### src/rtl/uart_rf_pkg.sv
package uart_rf_pkg;
  localparam int ADDR_W   = 12;
  localparam int DATA_W   = 32;
  localparam int WOFF_W   = ADDR_W - 2;
  localparam int IRQ_W    = 11;
  localparam int RX_W     = 12;
  localparam int CHAR_W   = 8;
  localparam int RSR_W    = RX_W - CHAR_W;
  localparam int ILPR_W   = 8;
  localparam int IBRD_W   = 16;
  localparam int FBRD_W   = 6;
  localparam int LCR_W    = 8;
  localparam int CR_W     = 16;
  localparam int IFLS_W   = 6;
  localparam int DMA_W    = 3;
  localparam int ID_N     = 8;
  localparam int ID_IDX_W = $clog2(ID_N);

  localparam int IRQ_TX_BIT  = 5;
  localparam int IRQ_RX_BIT  = 4;
  localparam int LCR_FEN_BIT = 4;

  localparam logic [IFLS_W-1:0] IFLS_RST = 6'h12;
  localparam logic [CR_W-1:0]   CR_RST   = 16'h0300;

  localparam logic [WOFF_W-1:0] ID_BASE = 10'h3F8;

  typedef enum logic [3:0] {
    SEL_NONE, SEL_DATA, SEL_RSR, SEL_FLAG, SEL_ILPR, SEL_IBRD, SEL_FBRD, SEL_LCR,
    SEL_CR, SEL_IFLS, SEL_IMSC, SEL_RIS, SEL_MIS, SEL_ICR, SEL_DMA, SEL_ID
  } reg_sel_e;

  function automatic logic [7:0] id_byte(input logic [ID_IDX_W-1:0] idx);
    case (idx)
      3'd0:    return 8'h11;
      3'd1:    return 8'h10;
      3'd2:    return 8'h14;
      3'd3:    return 8'h00;
      3'd4:    return 8'h0D;
      3'd5:    return 8'hF0;
      3'd6:    return 8'h05;
      default: return 8'hB1;
    endcase
  endfunction
endpackage

### src/rtl/uart_rf_decode.sv
module uart_rf_decode
  import uart_rf_pkg::*;
(
  input  logic [ADDR_W-1:0]   addr_i,
  output reg_sel_e            sel_o,
  output logic [ID_IDX_W-1:0] id_idx_o
);
  logic [WOFF_W-1:0] woff;
  logic              unused_lsb;

  assign woff       = addr_i[ADDR_W-1:2];
  assign unused_lsb = ^addr_i[1:0];
  assign id_idx_o   = woff[ID_IDX_W-1:0];

  always_comb begin
    if (woff >= ID_BASE) begin
      sel_o = SEL_ID;
    end else begin
      case (woff)
        10'd0:   sel_o = SEL_DATA;
        10'd1:   sel_o = SEL_RSR;
        10'd6:   sel_o = SEL_FLAG;
        10'd8:   sel_o = SEL_ILPR;
        10'd9:   sel_o = SEL_IBRD;
        10'd10:  sel_o = SEL_FBRD;
        10'd11:  sel_o = SEL_LCR;
        10'd12:  sel_o = SEL_CR;
        10'd13:  sel_o = SEL_IFLS;
        10'd14:  sel_o = SEL_IMSC;
        10'd15:  sel_o = SEL_RIS;
        10'd16:  sel_o = SEL_MIS;
        10'd17:  sel_o = SEL_ICR;
        10'd18:  sel_o = SEL_DMA;
        default: sel_o = SEL_NONE;
      endcase
    end
  end
endmodule

### src/rtl/uart_rf_cfg.sv
module uart_rf_cfg
  import uart_rf_pkg::*;
(
  input  logic              clk_i,
  input  logic              rst_ni,
  input  logic              wr_en_i,
  input  reg_sel_e          sel_i,
  input  logic [DATA_W-1:0] wdata_i,
  output logic [ILPR_W-1:0] ilpr_o,
  output logic [IBRD_W-1:0] ibrd_o,
  output logic [FBRD_W-1:0] fbrd_o,
  output logic [LCR_W-1:0]  lcr_o,
  output logic [CR_W-1:0]   cr_o,
  output logic [IFLS_W-1:0] ifls_o,
  output logic [DMA_W-1:0]  dma_o,
  output logic              fifo_flush_o
);
  assign fifo_flush_o = wr_en_i && (sel_i == SEL_LCR) &&
                        (lcr_o[LCR_FEN_BIT] != wdata_i[LCR_FEN_BIT]);

  always_ff @(posedge clk_i or negedge rst_ni) begin
    if (!rst_ni) begin
      ilpr_o <= '0;
      ibrd_o <= '0;
      fbrd_o <= '0;
      lcr_o  <= '0;
      cr_o   <= CR_RST;
      ifls_o <= IFLS_RST;
      dma_o  <= '0;
    end else if (wr_en_i) begin
      case (sel_i)
        SEL_ILPR: ilpr_o <= wdata_i[ILPR_W-1:0];
        SEL_IBRD: ibrd_o <= wdata_i[IBRD_W-1:0];
        SEL_FBRD: fbrd_o <= wdata_i[FBRD_W-1:0];
        SEL_LCR:  lcr_o  <= wdata_i[LCR_W-1:0];
        SEL_CR:   cr_o   <= wdata_i[CR_W-1:0];
        SEL_IFLS: ifls_o <= wdata_i[IFLS_W-1:0];
        SEL_DMA:  dma_o  <= wdata_i[DMA_W-1:0];
        default: ;
      endcase
    end
  end


  flag_wr_ignored_chk: assert property (@(posedge clk_i) disable iff (!rst_ni)
    (wr_en_i && sel_i == SEL_FLAG) |=> ($stable(lcr_o) && $stable(cr_o) && $stable(ifls_o)));


  flush_toggles_chk: assert property (@(posedge clk_i) disable iff (!rst_ni)
    fifo_flush_o |=> (lcr_o[LCR_FEN_BIT] != $past(lcr_o[LCR_FEN_BIT])));
endmodule

### src/rtl/uart_rf_irq.sv
module uart_rf_irq
  import uart_rf_pkg::*;
(
  input  logic             clk_i,
  input  logic             rst_ni,
  input  logic             mask_we_i,
  input  logic             clr_we_i,
  input  logic [IRQ_W-1:0] wdata_i,
  input  logic             tx_set_i,
  input  logic             rx_set_i,
  input  logic             rx_clr_i,
  output logic [IRQ_W-1:0] ris_o,
  output logic [IRQ_W-1:0] mask_o,
  output logic             irq_o
);
  logic [IRQ_W-1:0] ris_d, mask_d;

  always_comb begin
    ris_d = ris_o;
    if (clr_we_i) ris_d = ris_d & ~wdata_i;
    if (rx_clr_i) ris_d[IRQ_RX_BIT] = 1'b0;
    // hardware sets win over clears in the same cycle
    if (tx_set_i) ris_d[IRQ_TX_BIT] = 1'b1;
    if (rx_set_i) ris_d[IRQ_RX_BIT] = 1'b1;
    mask_d = mask_we_i ? wdata_i : mask_o;
  end

  always_ff @(posedge clk_i or negedge rst_ni) begin
    if (!rst_ni) begin
      ris_o  <= '0;
      mask_o <= '0;
      irq_o  <= 1'b0;
    end else begin
      ris_o  <= ris_d;
      mask_o <= mask_d;
      irq_o  <= |(ris_d & mask_d);
    end
  end


  irq_match_chk: assert property (@(posedge clk_i) disable iff (!rst_ni)
    irq_o == (|(ris_o & mask_o)));


  tx_set_chk: assert property (@(posedge clk_i) disable iff (!rst_ni)
    tx_set_i |=> ris_o[IRQ_TX_BIT]);


  rx_set_wins_chk: assert property (@(posedge clk_i) disable iff (!rst_ni)
    rx_set_i |=> ris_o[IRQ_RX_BIT]);


  clr_tx_chk: assert property (@(posedge clk_i) disable iff (!rst_ni)
    (clr_we_i && wdata_i[IRQ_TX_BIT] && !tx_set_i) |=> !ris_o[IRQ_TX_BIT]);
endmodule

### src/rtl/uart_regfile.sv
module uart_regfile
  import uart_rf_pkg::*;
(
  input  logic              clk_i,
  input  logic              rst_ni,
  input  logic              req_i,
  input  logic              we_i,
  input  logic [ADDR_W-1:0] addr_i,
  input  logic [DATA_W-1:0] wdata_i,
  output logic [DATA_W-1:0] rdata_o,
  output logic              irq_o,
  output logic              tx_valid_o,
  output logic [CHAR_W-1:0] tx_data_o,
  input  logic [RX_W-1:0]   rx_data_i,
  input  logic              rx_empty_i,
  input  logic              rx_full_i,
  output logic              rx_pop_o,
  input  logic              tx_full_i,
  input  logic              tx_empty_i,
  input  logic              rx_set_i,
  input  logic              rx_clr_i,
  output logic              fifo_en_o,
  output logic              fifo_flush_o
);
  reg_sel_e            sel;
  logic [ID_IDX_W-1:0] id_idx;
  logic                wr_en, rd_en;
  logic [RSR_W-1:0]    rsr_q;
  logic [ILPR_W-1:0]   ilpr;
  logic [IBRD_W-1:0]   ibrd;
  logic [FBRD_W-1:0]   fbrd;
  logic [LCR_W-1:0]    lcr;
  logic [CR_W-1:0]     cr;
  logic [IFLS_W-1:0]   ifls;
  logic [DMA_W-1:0]    dma;
  logic [IRQ_W-1:0]    ris, mask;
  logic [7:0]          flags;

  assign wr_en = req_i && we_i;
  assign rd_en = req_i && !we_i;

  uart_rf_decode u_decode (
    .addr_i   (addr_i),
    .sel_o    (sel),
    .id_idx_o (id_idx)
  );

  uart_rf_cfg u_cfg (
    .clk_i        (clk_i),
    .rst_ni       (rst_ni),
    .wr_en_i      (wr_en),
    .sel_i        (sel),
    .wdata_i      (wdata_i),
    .ilpr_o       (ilpr),
    .ibrd_o       (ibrd),
    .fbrd_o       (fbrd),
    .lcr_o        (lcr),
    .cr_o         (cr),
    .ifls_o       (ifls),
    .dma_o        (dma),
    .fifo_flush_o (fifo_flush_o)
  );

  uart_rf_irq u_irq (
    .clk_i     (clk_i),
    .rst_ni    (rst_ni),
    .mask_we_i (wr_en && sel == SEL_IMSC),
    .clr_we_i  (wr_en && sel == SEL_ICR),
    .wdata_i   (wdata_i[IRQ_W-1:0]),
    .tx_set_i  (tx_valid_o),
    .rx_set_i  (rx_set_i),
    .rx_clr_i  (rx_clr_i),
    .ris_o     (ris),
    .mask_o    (mask),
    .irq_o     (irq_o)
  );

  assign tx_valid_o = wr_en && (sel == SEL_DATA);
  assign tx_data_o  = wdata_i[CHAR_W-1:0];
  assign rx_pop_o   = rd_en && (sel == SEL_DATA) && !rx_empty_i;
  assign fifo_en_o  = lcr[LCR_FEN_BIT];
  assign flags      = {tx_empty_i, rx_full_i, tx_full_i, rx_empty_i, 4'b0000};

  always_ff @(posedge clk_i or negedge rst_ni) begin
    if (!rst_ni)                          rsr_q <= '0;
    else if (wr_en && sel == SEL_RSR)     rsr_q <= '0;
    else if (rd_en && sel == SEL_DATA)    rsr_q <= rx_data_i[RX_W-1:CHAR_W];
  end

  always_comb begin
    case (sel)
      SEL_DATA: rdata_o = DATA_W'(rx_data_i);
      SEL_RSR:  rdata_o = DATA_W'(rsr_q);
      SEL_FLAG: rdata_o = DATA_W'(flags);
      SEL_ILPR: rdata_o = DATA_W'(ilpr);
      SEL_IBRD: rdata_o = DATA_W'(ibrd);
      SEL_FBRD: rdata_o = DATA_W'(fbrd);
      SEL_LCR:  rdata_o = DATA_W'(lcr);
      SEL_CR:   rdata_o = DATA_W'(cr);
      SEL_IFLS: rdata_o = DATA_W'(ifls);
      SEL_IMSC: rdata_o = DATA_W'(mask);
      SEL_RIS:  rdata_o = DATA_W'(ris);
      SEL_MIS:  rdata_o = DATA_W'(ris & mask);
      SEL_DMA:  rdata_o = DATA_W'(dma);
      SEL_ID:   rdata_o = DATA_W'(id_byte(id_idx));
      default:  rdata_o = '0;
    endcase
  end


  rsr_clear_chk: assert property (@(posedge clk_i) disable iff (!rst_ni)
    (wr_en && sel == SEL_RSR) |=> (rsr_q == '0));


  no_empty_pop_chk: assert property (@(posedge clk_i) disable iff (!rst_ni)
    rx_pop_o |-> !rx_empty_i);


  rsr_capture_chk: assert property (@(posedge clk_i) disable iff (!rst_ni)
    (rd_en && sel == SEL_DATA) |=> (rsr_q == $past(rx_data_i[RX_W-1:CHAR_W])));
endmodule

### config.mk
export PLATFORM = sky130hd
export DESIGN_NAME = uart_regfile
export DESIGN_NICKNAME = d
export VERILOG_FILES = /design/src/rtl/uart_rf_pkg.sv /design/src/rtl/uart_rf_decode.sv /design/src/rtl/uart_rf_cfg.sv /design/src/rtl/uart_rf_irq.sv /design/src/rtl/uart_regfile.sv
export SDC_FILE = /design/constraint.sdc
export NUM_CORES = 1
export LEC_CHECK = 0
export CAP_MARGIN = 20
export CORE_UTILIZATION = 32
export CTS_CLUSTER_DIAMETER = 100
export DETAILED_ROUTE_END_ITERATION = 8
export SETUP_SLACK_MARGIN = 0.02
export SLEW_MARGIN = 0
export SYNTH_ARGS = -nofsm -noshare
export SYNTH_HDL_FRONTEND = slang
export SYNTH_SLANG_ARGS = --single-unit
### constraint.sdc
create_clock -name clk_i -period 4.5 [get_ports clk_i]
set_clock_uncertainty 0.2 [all_clocks]
set_input_delay 0.9 -clock clk_i [delete_from_list [all_inputs] [get_ports clk_i]]
set_output_delay 0.9 -clock clk_i [all_outputs]
set_load 0.03 [all_outputs]
**Word-level counts from Yosys, hierarchy flattened**

Memory sizes are Yosys's and may differ from the RTL's.
Cells that the tools add are included.
Widths: inputs -> output; s select.

- Div/mod/pow operators: 0
- Equal/unequal tests: 22
- Multiply operators: 0
- Add/subtract/negate cells: 0
- Reductions and logical operators: 23
- Shift operators: 0
- $lt $le $gt $ge: 1
- Muxes and demuxes: 11
- Bitwise operators: 4

Operators with widths:

| cell | number |
|---|---|
| $pmux 16 s14 | 1 |
| $pmux 8 s7 | 1 |
| $and 11x11->11 | 3 |
| $eq 4x4->1 const B | 8 |
| $mux 11 | 2 |
| $eq 4x3->1 const B | 4 |
| $mux 4 | 4 |
| $reduce_and 2->1 | 7 |
| $not 11->11 | 1 |
| $reduce_or 11->1 | 1 |
| $ge 10x10->1 const B | 1 |
| $logic_and 1x1->1 | 10 |
| $eq 3x3->1 const B | 3 |
| $eq 4x2->1 const B | 2 |
| $eq 3x2->1 const B | 2 |
| $logic_not 5->1 | 1 |
| $eq 4x1->1 const B | 1 |
| $eq 3x1->1 const B | 1 |
| $logic_not 3->1 | 1 |
| $mux 1 | 3 |
| $logic_not 1->1 | 2 |
| $reduce_bool 2->1 | 1 |
| $ne 1x1->1 | 1 |

- Memories: 1
- Flip-flop bits (word level): 90
- Bits in writable memories: 0
- Output and inout port bits: 45
- Latch bits: 0
- Bits in read-only memories: 128

Memory list:

| name | words | width | rd ports | clocked after memory_dff | write ports | RTL line | source |
|---|---|---|---|---|---|---|---|
| (name not given) | 32 | 4 | 1 | 0 | 0 | uart_rf_decode.sv:19 | `case (woff)` |

**Longest topological paths before layout**

Gate-level depths: netlist of run 1.

- Depth after elaboration: 10
- Mapped depth: 11
- Depth with buffers taken out: 7

**Modules after synthesis**

A second synthesis of run 1 with hierarchy kept.

- Cell total of the unflattened synthesis: 450
- Area, all modules: 5192.5 um2

Modules (own cells, without submodules):

| module | cells each | sequential area each (um2) | times used | area an instance (um2) |
|---|---|---|---|---|
| uart_rf_cfg | 146 | 1581.5 | 1 | 2512.4 |
| uart_regfile | 216 | 100.1 | 1 | 1609.0 |
| uart_rf_irq | 57 | 575.6 | 1 | 877.1 |
| uart_rf_decode | 31 | 0.0 | 1 | 193.9 |

**Least setup slack after synthesis of run 1**

Ideal clock, no wire load.

- Path kind: input to output
- Start point: input addr_i[10]
- End point: output fifo_flush_o
- Data arrival time: 3560 ps
- Buffers on the path: 2
- Stages on the path: 7
- Path slack: -160 ps
- Cells stage by stage: or4_1 > clkbuf_2 > or2_0 > buf_2 > a2111oi_0 > nor2_1 > nor4_1

- Cells in the longest elaborated chain, start to end: 6
- Elaborated cells on any way between the ends: 7
- Classes of those cells: order compare (1); eq/ne (1); mux (2); reduce/logical (3)

Ends and longest elaborated chain:

| item | RTL line | source |
|---|---|---|
| start, declared | uart_regfile.sv:8 | `input logic [ADDR_W-1:0] addr_i,` |
| branches (longest 2 deep; another with $ge 10x10->1) | -- |  |
| $mux 4 * | uart_rf_decode.sv:16 | `if (woff >= ID_BASE) begin` |
| $eq 4x3->1 * | uart_rf_cfg.sv:18 | `assign fifo_flush_o = wr_en_i && (sel_i == SEL_LCR) &&` |
| $logic_and 1x1->1 * (2 in a row) | uart_rf_cfg.sv:18 |  |
| end, declared | uart_regfile.sv:23 | `output logic fifo_flush_o` |

Mark *: on every way between the ends.

**Worst setup path in the final report of run 1**

- Start point: input addr_i[8]
- End point: output rdata_o[7]

- Cells in the longest elaborated chain, start to end: 5
- Elaborated cells on any way between the ends: 19
- Classes of those cells: order compare (1); eq/ne (14); mux (3); reduce/logical (1)

Ends and longest elaborated chain:

| item | RTL line | source |
|---|---|---|
| branches (longest 2 deep; another with $ge 10x10->1) | -- |  |
| $mux 4 * | uart_rf_decode.sv:16 |  |
| $eq 4x4->1, or another cell as far along | uart_regfile.sv:91 | `case (sel)` |
| $pmux 16 s14 * | uart_regfile.sv:91 |  |
| end, declared | uart_regfile.sv:10 | `output logic [DATA_W-1:0] rdata_o,` |

Marked as above.

==> results of run 1 <==
[report_power, final]
part / leakage [nW] / internal [W] / total (W) / switching, W
Combinational: 1.87 / 0.0000831 / 0.000193 / 0.000110
Sequential: 1.23 / 0.000823 / 0.000834 / 0.0000104
Clock: 0.136 / 0.000443 / 0.000752 / 0.000309
Total: 3.23 / 0.00135 / 0.00178 / 0.000429
[registers in the layout, summed over array words and instances (netlist names)]
signal        cells
u_cfg.cr_o       16
u_cfg.ibrd_o     16
u_irq.mask_o     11
u_irq.ris_o      11
u_cfg.ilpr_o      8
u_cfg.lcr_o       8
u_cfg.fbrd_o      6
u_cfg.ifls_o      6
rsr_q             4
u_cfg.dma_o       3
u_irq.irq_o       1
[cells in the mapped netlist (all sizes together), types with 3 or more instances]
library cell  instances
a21boi                4
a21oi                11
a221o                 6
a221oi                7
a222oi               12
a22o                  5
a22oi                16
and2                  7
and3                  5
buf                  31
clkbuf               20
dfrtp                86
dfstp                 4
inv                  20
mux2                 62
mux2i                 6
nand2                50
nand2b                3
nand3                15
nor2                 13
nor2b                 5
nor3                  6
nor4                  5
o21ai                17
o22ai                 5
o31ai                 6
or3                   3
[cell families (layout without fill, tap and decap cells)]
| logic type | after synthesis | in the layout |
|---|---|---|
| simple gates | 130 | 130 |
| other cells | 1 | 16 |
| flops | 90 | 90 |
| buf+inv | 71 | 183 |
| compound gates | 100 | 100 |
| mux | 68 | 68 |
| xor+xnor | 2 | 2 |
[critical path: cells and delay by family]
family | cells | cell delay, ns
AO/OA/AOI/OAI | 3 | 0.36
AND/OR/NAND/NOR | 4 | 1.38
buffers and inverters | 4 | 0.66
[area by class of cell]
cell class	count	area [um2]
fill	1366	8023
multi-input combinational	316	2374
sequential	90	2257
timing repair buffer	148	1398
clock buffer	13	250.2
tap	184	230.2
inverter	20	75.07
clock inverter	2	37.54
[cells in the final DEF, fill, tap and decap left out, types with 9 or more instances in the layout]
cell             count
buf_4               76
inv_1               20
clkdlybuf4s50_1     46
nand2_1             50
conb_1              16
o21ai_0             15
nor2_1              11
nand3_1             14
buf_12               9
dlygate4sd2_1        9
mux2_2              61
dfrtp_1             86
a222oi_1            12
clkbuf_16            9
a21oi_1             10
a22oi_1             16
[routing by layer]
| layer | track usage [%] | vias to the layer above | wire length, um |
|---|---|---|---|
| li1 | - | 1905 | - |
| met1 | 26.71 | 2137 | 6689 |
| met2 | 31.68 | 162 | 7134 |
| met3 | 4.236 | 28 | 897 |
| met4 | 6.671 | 0 | 315 |
| met5 | 0 | - | 0 |
[final timing paths]
path	start	to	slack, ns
max in group asynchronous	rst_ni	u_cfg.ifls_o[1]	3.05
hold reg to reg	u_cfg.fbrd_o[0]	u_cfg.fbrd_o[0]	0.29
setup / recovery	addr_i[8]	rdata_o[7]	0.1
min in group clk_i	u_cfg.fbrd_o[0]	u_cfg.fbrd_o[0]	0.29
hold / removal	rst_ni	u_cfg.fbrd_o[2]	0.17
setup reg to reg	u_irq.mask_o[0]	u_irq.irq_o	2.89
[per-stage QoR]
step / setup TNS [ns] / hold slack, ns / area, um2
after floorplan: 0 / 0.2498 / 4916
after global placement: -3.195 / 0.2624 / 6180
after detailed placement: -3.091 / 0.2762 / 6180
after CTS: 0 / 0.2903 / 6560
after global routing: 0 / 0.1659 / 6621
final: 0 / 0.1672 / 6621
[timing repair]
item | CTS | global route
pin swaps | 10 | 5
setup buffers | 2 | 1
gates cloned | 0 | 0
setup endpoints to repair | 17 | 17
resized for setup | 32 | 7
==> summary.md, run 1 <==
| Metric | Value |
|---|---|
| Status | `completed` |
| Upper clock frequency limit | `227.2 MHz` |
| Largest net degree at the start of global routing | `79` |
| Tcrit/Tclk final | `97.81%` |
| Number of antenna diodes | `0` |
| Vias per cell | `5.475` |
| Gpl congestion | `0.9333` |
| Final Max Tran Viols | `0` |
| DRC viols | `0` |
| CP max stage delay | `0.54 ns` |
| # Max-Cap Violations | `0` |
| Crit end category | `primary output` |
| Final net count | `651` |
| Kind of critical path | `in -> out` |
| Post-Synth Simple-Gate Area | `14.37%` |
| Area share of fa/ha/maj cells after synthesis | `0%` |
| Core Rows | `44` |
| Fin. Hold Viols | `0` |
| Worst slew pin tran | `0.6613 ns` |
| Synth async-reset ratio | `100.0%` |
| First-pass GRT wire length | `23.85 mm` |
| Final setup violation count | `0` |
| Most used cell, CP | `buf_6` |
| Drt first-iter violations | `334` |
| Synth Area in XOR/XNOR | `0.3613%` |
| Synth-to-Final Area Change | `36.57%` |
| Drt pass-1 iters | `9` |
| R2R cell count | `4` |
| Max rail drop VDD | `0.0002443 V` |
| Max FO, Critical Path | `5` |
| Worst slack at placement | `-0.2578 ns` |
| Slowest CP cell | `or4_4` |
| Initial core utilization | `33.11%` |
| EDFF count, synth | `0` |
| Synth Cell Area | `4848 um2` |
| Post-Route Utilization | `45.22%` |
| Clk Latency, worst-skew pair | `0.35 ns` |
| Final non-filler cell total | `773` |
| Main synth FF type | `dfrtp_1` |
| Crit path DAT | `3.30 ns` |
| Post-synth cell types | `60` |
| CTS tree | `built` |
| Die Area | `15650 um2` |
| Avg Synthesized Cell Area | `10.49 um2` |
| Leakage | `3.227 nW` |
| Initial antenna violation count | `0` |
| CTS Buf Count | `9` |
| Post-synthesis compound-gate area fraction | `15.28%` |
| Share of layout cells above drive strength 1 | `32.94%` |
| Fin crit period | `4.402 ns` |
| CP startpoint kind | `input pin` |
| Flops & latches, synth | `90` |
| Mux contribution to synthesized area | `15.64%` |
| Final WS setup | `0.09846 ns` |
| Post-DP HPWL | `10.88 mm` |
| Post-DR wirelength/cell | `19.45 um` |
| RSZ-0062 raised after global routing | `true` |
| Total track usage | `19.85%` |
| # clock sinks | `90` |
| Synthesized instance count | `462` |
| Dominant cell type by area after synthesis | `dfrtp_1` |
| Clock H-tree levels | `3` |
| Die H | `125.1 um` |
| IO Count | `111` |
| Design Power | `0.001779 W` |
| Sequential area share after synthesis | `46.55%` |
| Top post-synthesis cells by area | `dfrtp_1 44%, mux2_2 14%, buf_4 3.9%` |
| Critical path cell sequence | `dlygate4sd2_1 > or4_4 > or2_4 > buf_6 > or3_4 > nor3_4 > buf_6 > a221oi_1 > o21ai_1 > a221o_1 > buf_12` |
| Ys Warns | `0` |
| # hold bufs at CTS | `0` |
| GR Overflow Total | `0` |
| Die Width | `125.1 um` |
| Clock-pin slew on the worst setup and hold paths | `0.06 ns` |
| Post-synth top area share | `44.39%` |
| Worst-case clock buffer depth | `2` |
| Dpl cells | `753` |
| Buffers added on ports | `76` |
| Vias in the first global route | `4287` |
| Hold Crit Class | `in -> async` |
| Detail Route Antenna Nets | `0` |
| Worst rel slew slack | `55.57%` |
| Routed WL | `15.04 mm` |
| Pwr Density | `268.6 nW/um2` |
| Core Region | `14640 um2` |
| Worst path required time | `3.40 ns` |
| Routed vias | `4232` |
| CTS Root Cell | `clkbuf_16` |
| Largest family of logic cells by synthesized area | `multiplexers` |
(Power assumes the default switching activity.)
==> inputs of run 2 (changes only) <==
Settings changed: TNS_END_PERCENT set to 5.
==> summary.md, run 2 (synthesis results as in run 1) <==
| Metric | Value |
|---|---|
| Detail Route Antenna Nets | `0 (unchanged)` |
| Most frequent cells in the layout | `86 x dfrtp_1, 61 x mux2_2, 60 x buf_4` |
| Drt first-iter violations | `352 (+5.4%)` |
| Total track usage | `19.72% (-0.12 points)` |
| CP startpoint kind | `input pin` |
| Vias per cell | `5.448 (-0.50%)` |
| RR Endpoint | `u_irq.irq_o` |
| Post-DR wirelength/cell | `19.85 um (+2.1%)` |
| Core Region | `14640 um2 (unchanged)` |
| R2R cell count | `4 (unchanged)` |
| Initial core utilization | `33.11% (unchanged)` |
| Clock H-tree levels | `3 (unchanged)` |
| Crit end category | `primary output` |
| Initial antenna violation count | `0 (unchanged)` |
| Fin. Hold Viols | `0 (unchanged)` |
| Sequential cell area | `2257 um2 (unchanged)` |
| CTS tree | `built` |
| Number of antenna diodes | `0 (unchanged)` |
| Max rail drop VDD | `0.0002186 V (-10%)` |
| Setup tns final | `0 ns (unchanged)` |
| Drt pass-1 iters | `8 (-1)` |
| Failing checks | `DRC` |
| Routed vias | `4162 (-1.7%)` |
| DRC viols | `18 (+18)` |
| Die Width | `125.1 um (unchanged)` |
| Worst slew pin tran | `0.9751 ns (+0.3137 ns)` |
| Upper clock frequency limit | `224.6 MHz (-1.1%)` |
| Fillers | `1362 (-0.29%)` |
| Biggest regs | `u_cfg.cr_o x16, u_cfg.ibrd_o x16` |
| Hold Path Sink | `u_cfg.ilpr_o[5]` |
| R2R setup slack | `2.89 ns (about the same)` |
| CTS Buf Count | `9 (unchanged)` |
| Pwr Density | `276.2 nW/um2 (+2.8%)` |
| GR Overflow Total | `0 (unchanged)` |
| Final net count | `641 (-1.5%)` |
| Final Max Tran Viols | `0 (unchanged)` |
| Synth-to-Final Area Change | `38.01%` |
| First-pass GRT wire length | `23.67 mm (-0.78%)` |
| Worst hold slack | `0.2844 ns (+0.1172 ns)` |
| Leakage | `3.246 nW (+0.59%)` |
| Clock-pin slew on the worst setup and hold paths | `0.07 ns (about the same)` |
| Die H | `125.1 um (unchanged)` |
| Worst slack at placement | `-0.2029 ns (+0.05487 ns)` |
| Die Area | `15650 um2 (unchanged)` |
| Vias in the first global route | `4130 (-3.7%)` |
| Fin crit period | `4.451 ns (+0.04993 ns)` |
| Worst path required time | `3.40 ns (about the same)` |
| # Max-Cap Violations | `0 (unchanged)` |
| Max FO, Critical Path | `6 (+1)` |
| IO Count | `111 (unchanged)` |
| Hold Crit Class | `reg -> reg` |
| Area of the multi-input gates | `2476 um2 (+4.3%)` |
| Share of layout cells above drive strength 1 | `33.62% (+0.68 points)` |
| Tcrit/Tclk final | `98.92% (+1.1 points)` |
| Clk Latency, worst-skew pair | `0.34 ns (about the same)` |
| Largest net degree at the start of global routing | `74 (-6.3%)` |
| Core Rows | `44 (unchanged)` |
| Worst r2r src | `u_irq.mask_o[0]` |
| Routed WL | `15.17 mm (+0.88%)` |
| Hold Path Stages | `2` |
| Commonest non-fill, non-tap cell in the layout | `dfrtp_1` |
| CTS Root Cell | `clkbuf_16` |
| Crit path DAT | `3.35 ns (+0.05 ns)` |
| # hold bufs at CTS | `0 (unchanged)` |
| Status | `complete, but fails checks` |
| Gpl congestion | `0.9329 (about the same)` |
| Kind of critical path | `in -> out` |
| Final setup violation count | `0 (unchanged)` |
| Final WS setup | `0.04853 ns (-0.04993 ns)` |
| Worst rel slew slack | `34.99% (-21 points)` |
| Buffers added on ports | `76 (unchanged)` |
| Post-DP HPWL | `10.84 mm (-0.39%)` |
| Worst-case clock buffer depth | `2 (unchanged)` |
| RSZ-0062 raised after global routing | `true` |
| # clock sinks | `90 (unchanged)` |
| Hold Path Origin | `u_cfg.ilpr_o[5]` |
==> run 2: changes by cell type in the layout (fill, tap and decap cells not counted), moves of 3 or more <==
| cell | previous run | this run |
|---|---|---|
| buf_4 | 76 | 60 |
| dlygate4sd2_1 | 9 | 3 |
| buf_6 | 6 | 12 |
| dlymetal6s2s_1 | 1 | 4 |
==> run 2: area by class of cell <==
| cell class | count | area share (%) |
|---|---|---|
| multi-input combinational | 316 | 37.00 |
| sequential | 90 | 33.73 |
| timing repair buffer | 138 | 19.76 |
| clock buffer | 11 | 3.628 |
| tap | 184 | 3.441 |
| clock inverter | 5 | 1.309 |
| inverter | 20 | 1.122 |
==> run 2: metrics by stage <==
| step | instance area, um2 | std cells | power, W | util [%] |
|---|---|---|---|---|
| after floorplan | 4911 | 477 | 0.0009323 | - |
| after global placement | 6065 | 740 | 0.001023 | 41.41 |
| after detailed placement | 6065 | 740 | 0.001027 | 41.41 |
| after CTS | 6530 | 758 | 0.001859 | 44.59 |
| after global routing | 6691 | 764 | 0.001910 | 45.69 |
| final | 6691 | 764 | 0.001848 | 45.69 |
==> run 2: critical path, stage by stage <==
cell and delay [ns]:
dlygate4sd2_1 0.24, or4_4 0.53, or2_4 0.27, buf_6 0.13, or3_4 0.39, nor3_4 0.21
buf_6 0.20, a221oi_4 0.08, o21ai_1 0.08, a221o_1 0.18, buf_12 0.13
==> run 2: worst max-delay path by stage <==
stage / slack [ns] / from / to
2_1_floorplan: 0.02 / addr_i[10] / rdata_o[0]
3_3_place_gp: -0.18 / addr_i[10] / rdata_o[1]
3_5_place_dp: -0.20 / addr_i[10] / rdata_o[1]
4_1_cts: -0.007 / addr_i[8] / rdata_o[7]
5_1_grt: 0.00004 / addr_i[6] / rdata_o[5]
6_report: 0.05 / addr_i[11] / rdata_o[7]
==> run 2: routing by layer <==
metal  global-route usage (%)  part of all wire, %  wire [um]
met4                    6.385                  2.2        329
met2                    31.02                   46       7033
met3                    3.979                  7.3       1103
met1                    27.15                   44       6702
met5                        0                    0          0
==> run 2: what timing repair did <==
action                                  4_1_cts  5_1_grt
setup buffers                                 0        4
endpoints found under the setup margin       18       17
gates cloned                                  2        1
gates resized for setup                      36       33
pin swaps                                     8       16
==> run 2: report_power, final <==
group | internal, W | switching, W
sequential | 0.000823 | 0.0000102
combinational | 0.0000781 | 0.000112
clock | 0.000507 | 0.000318
total | 0.00141 | 0.000440
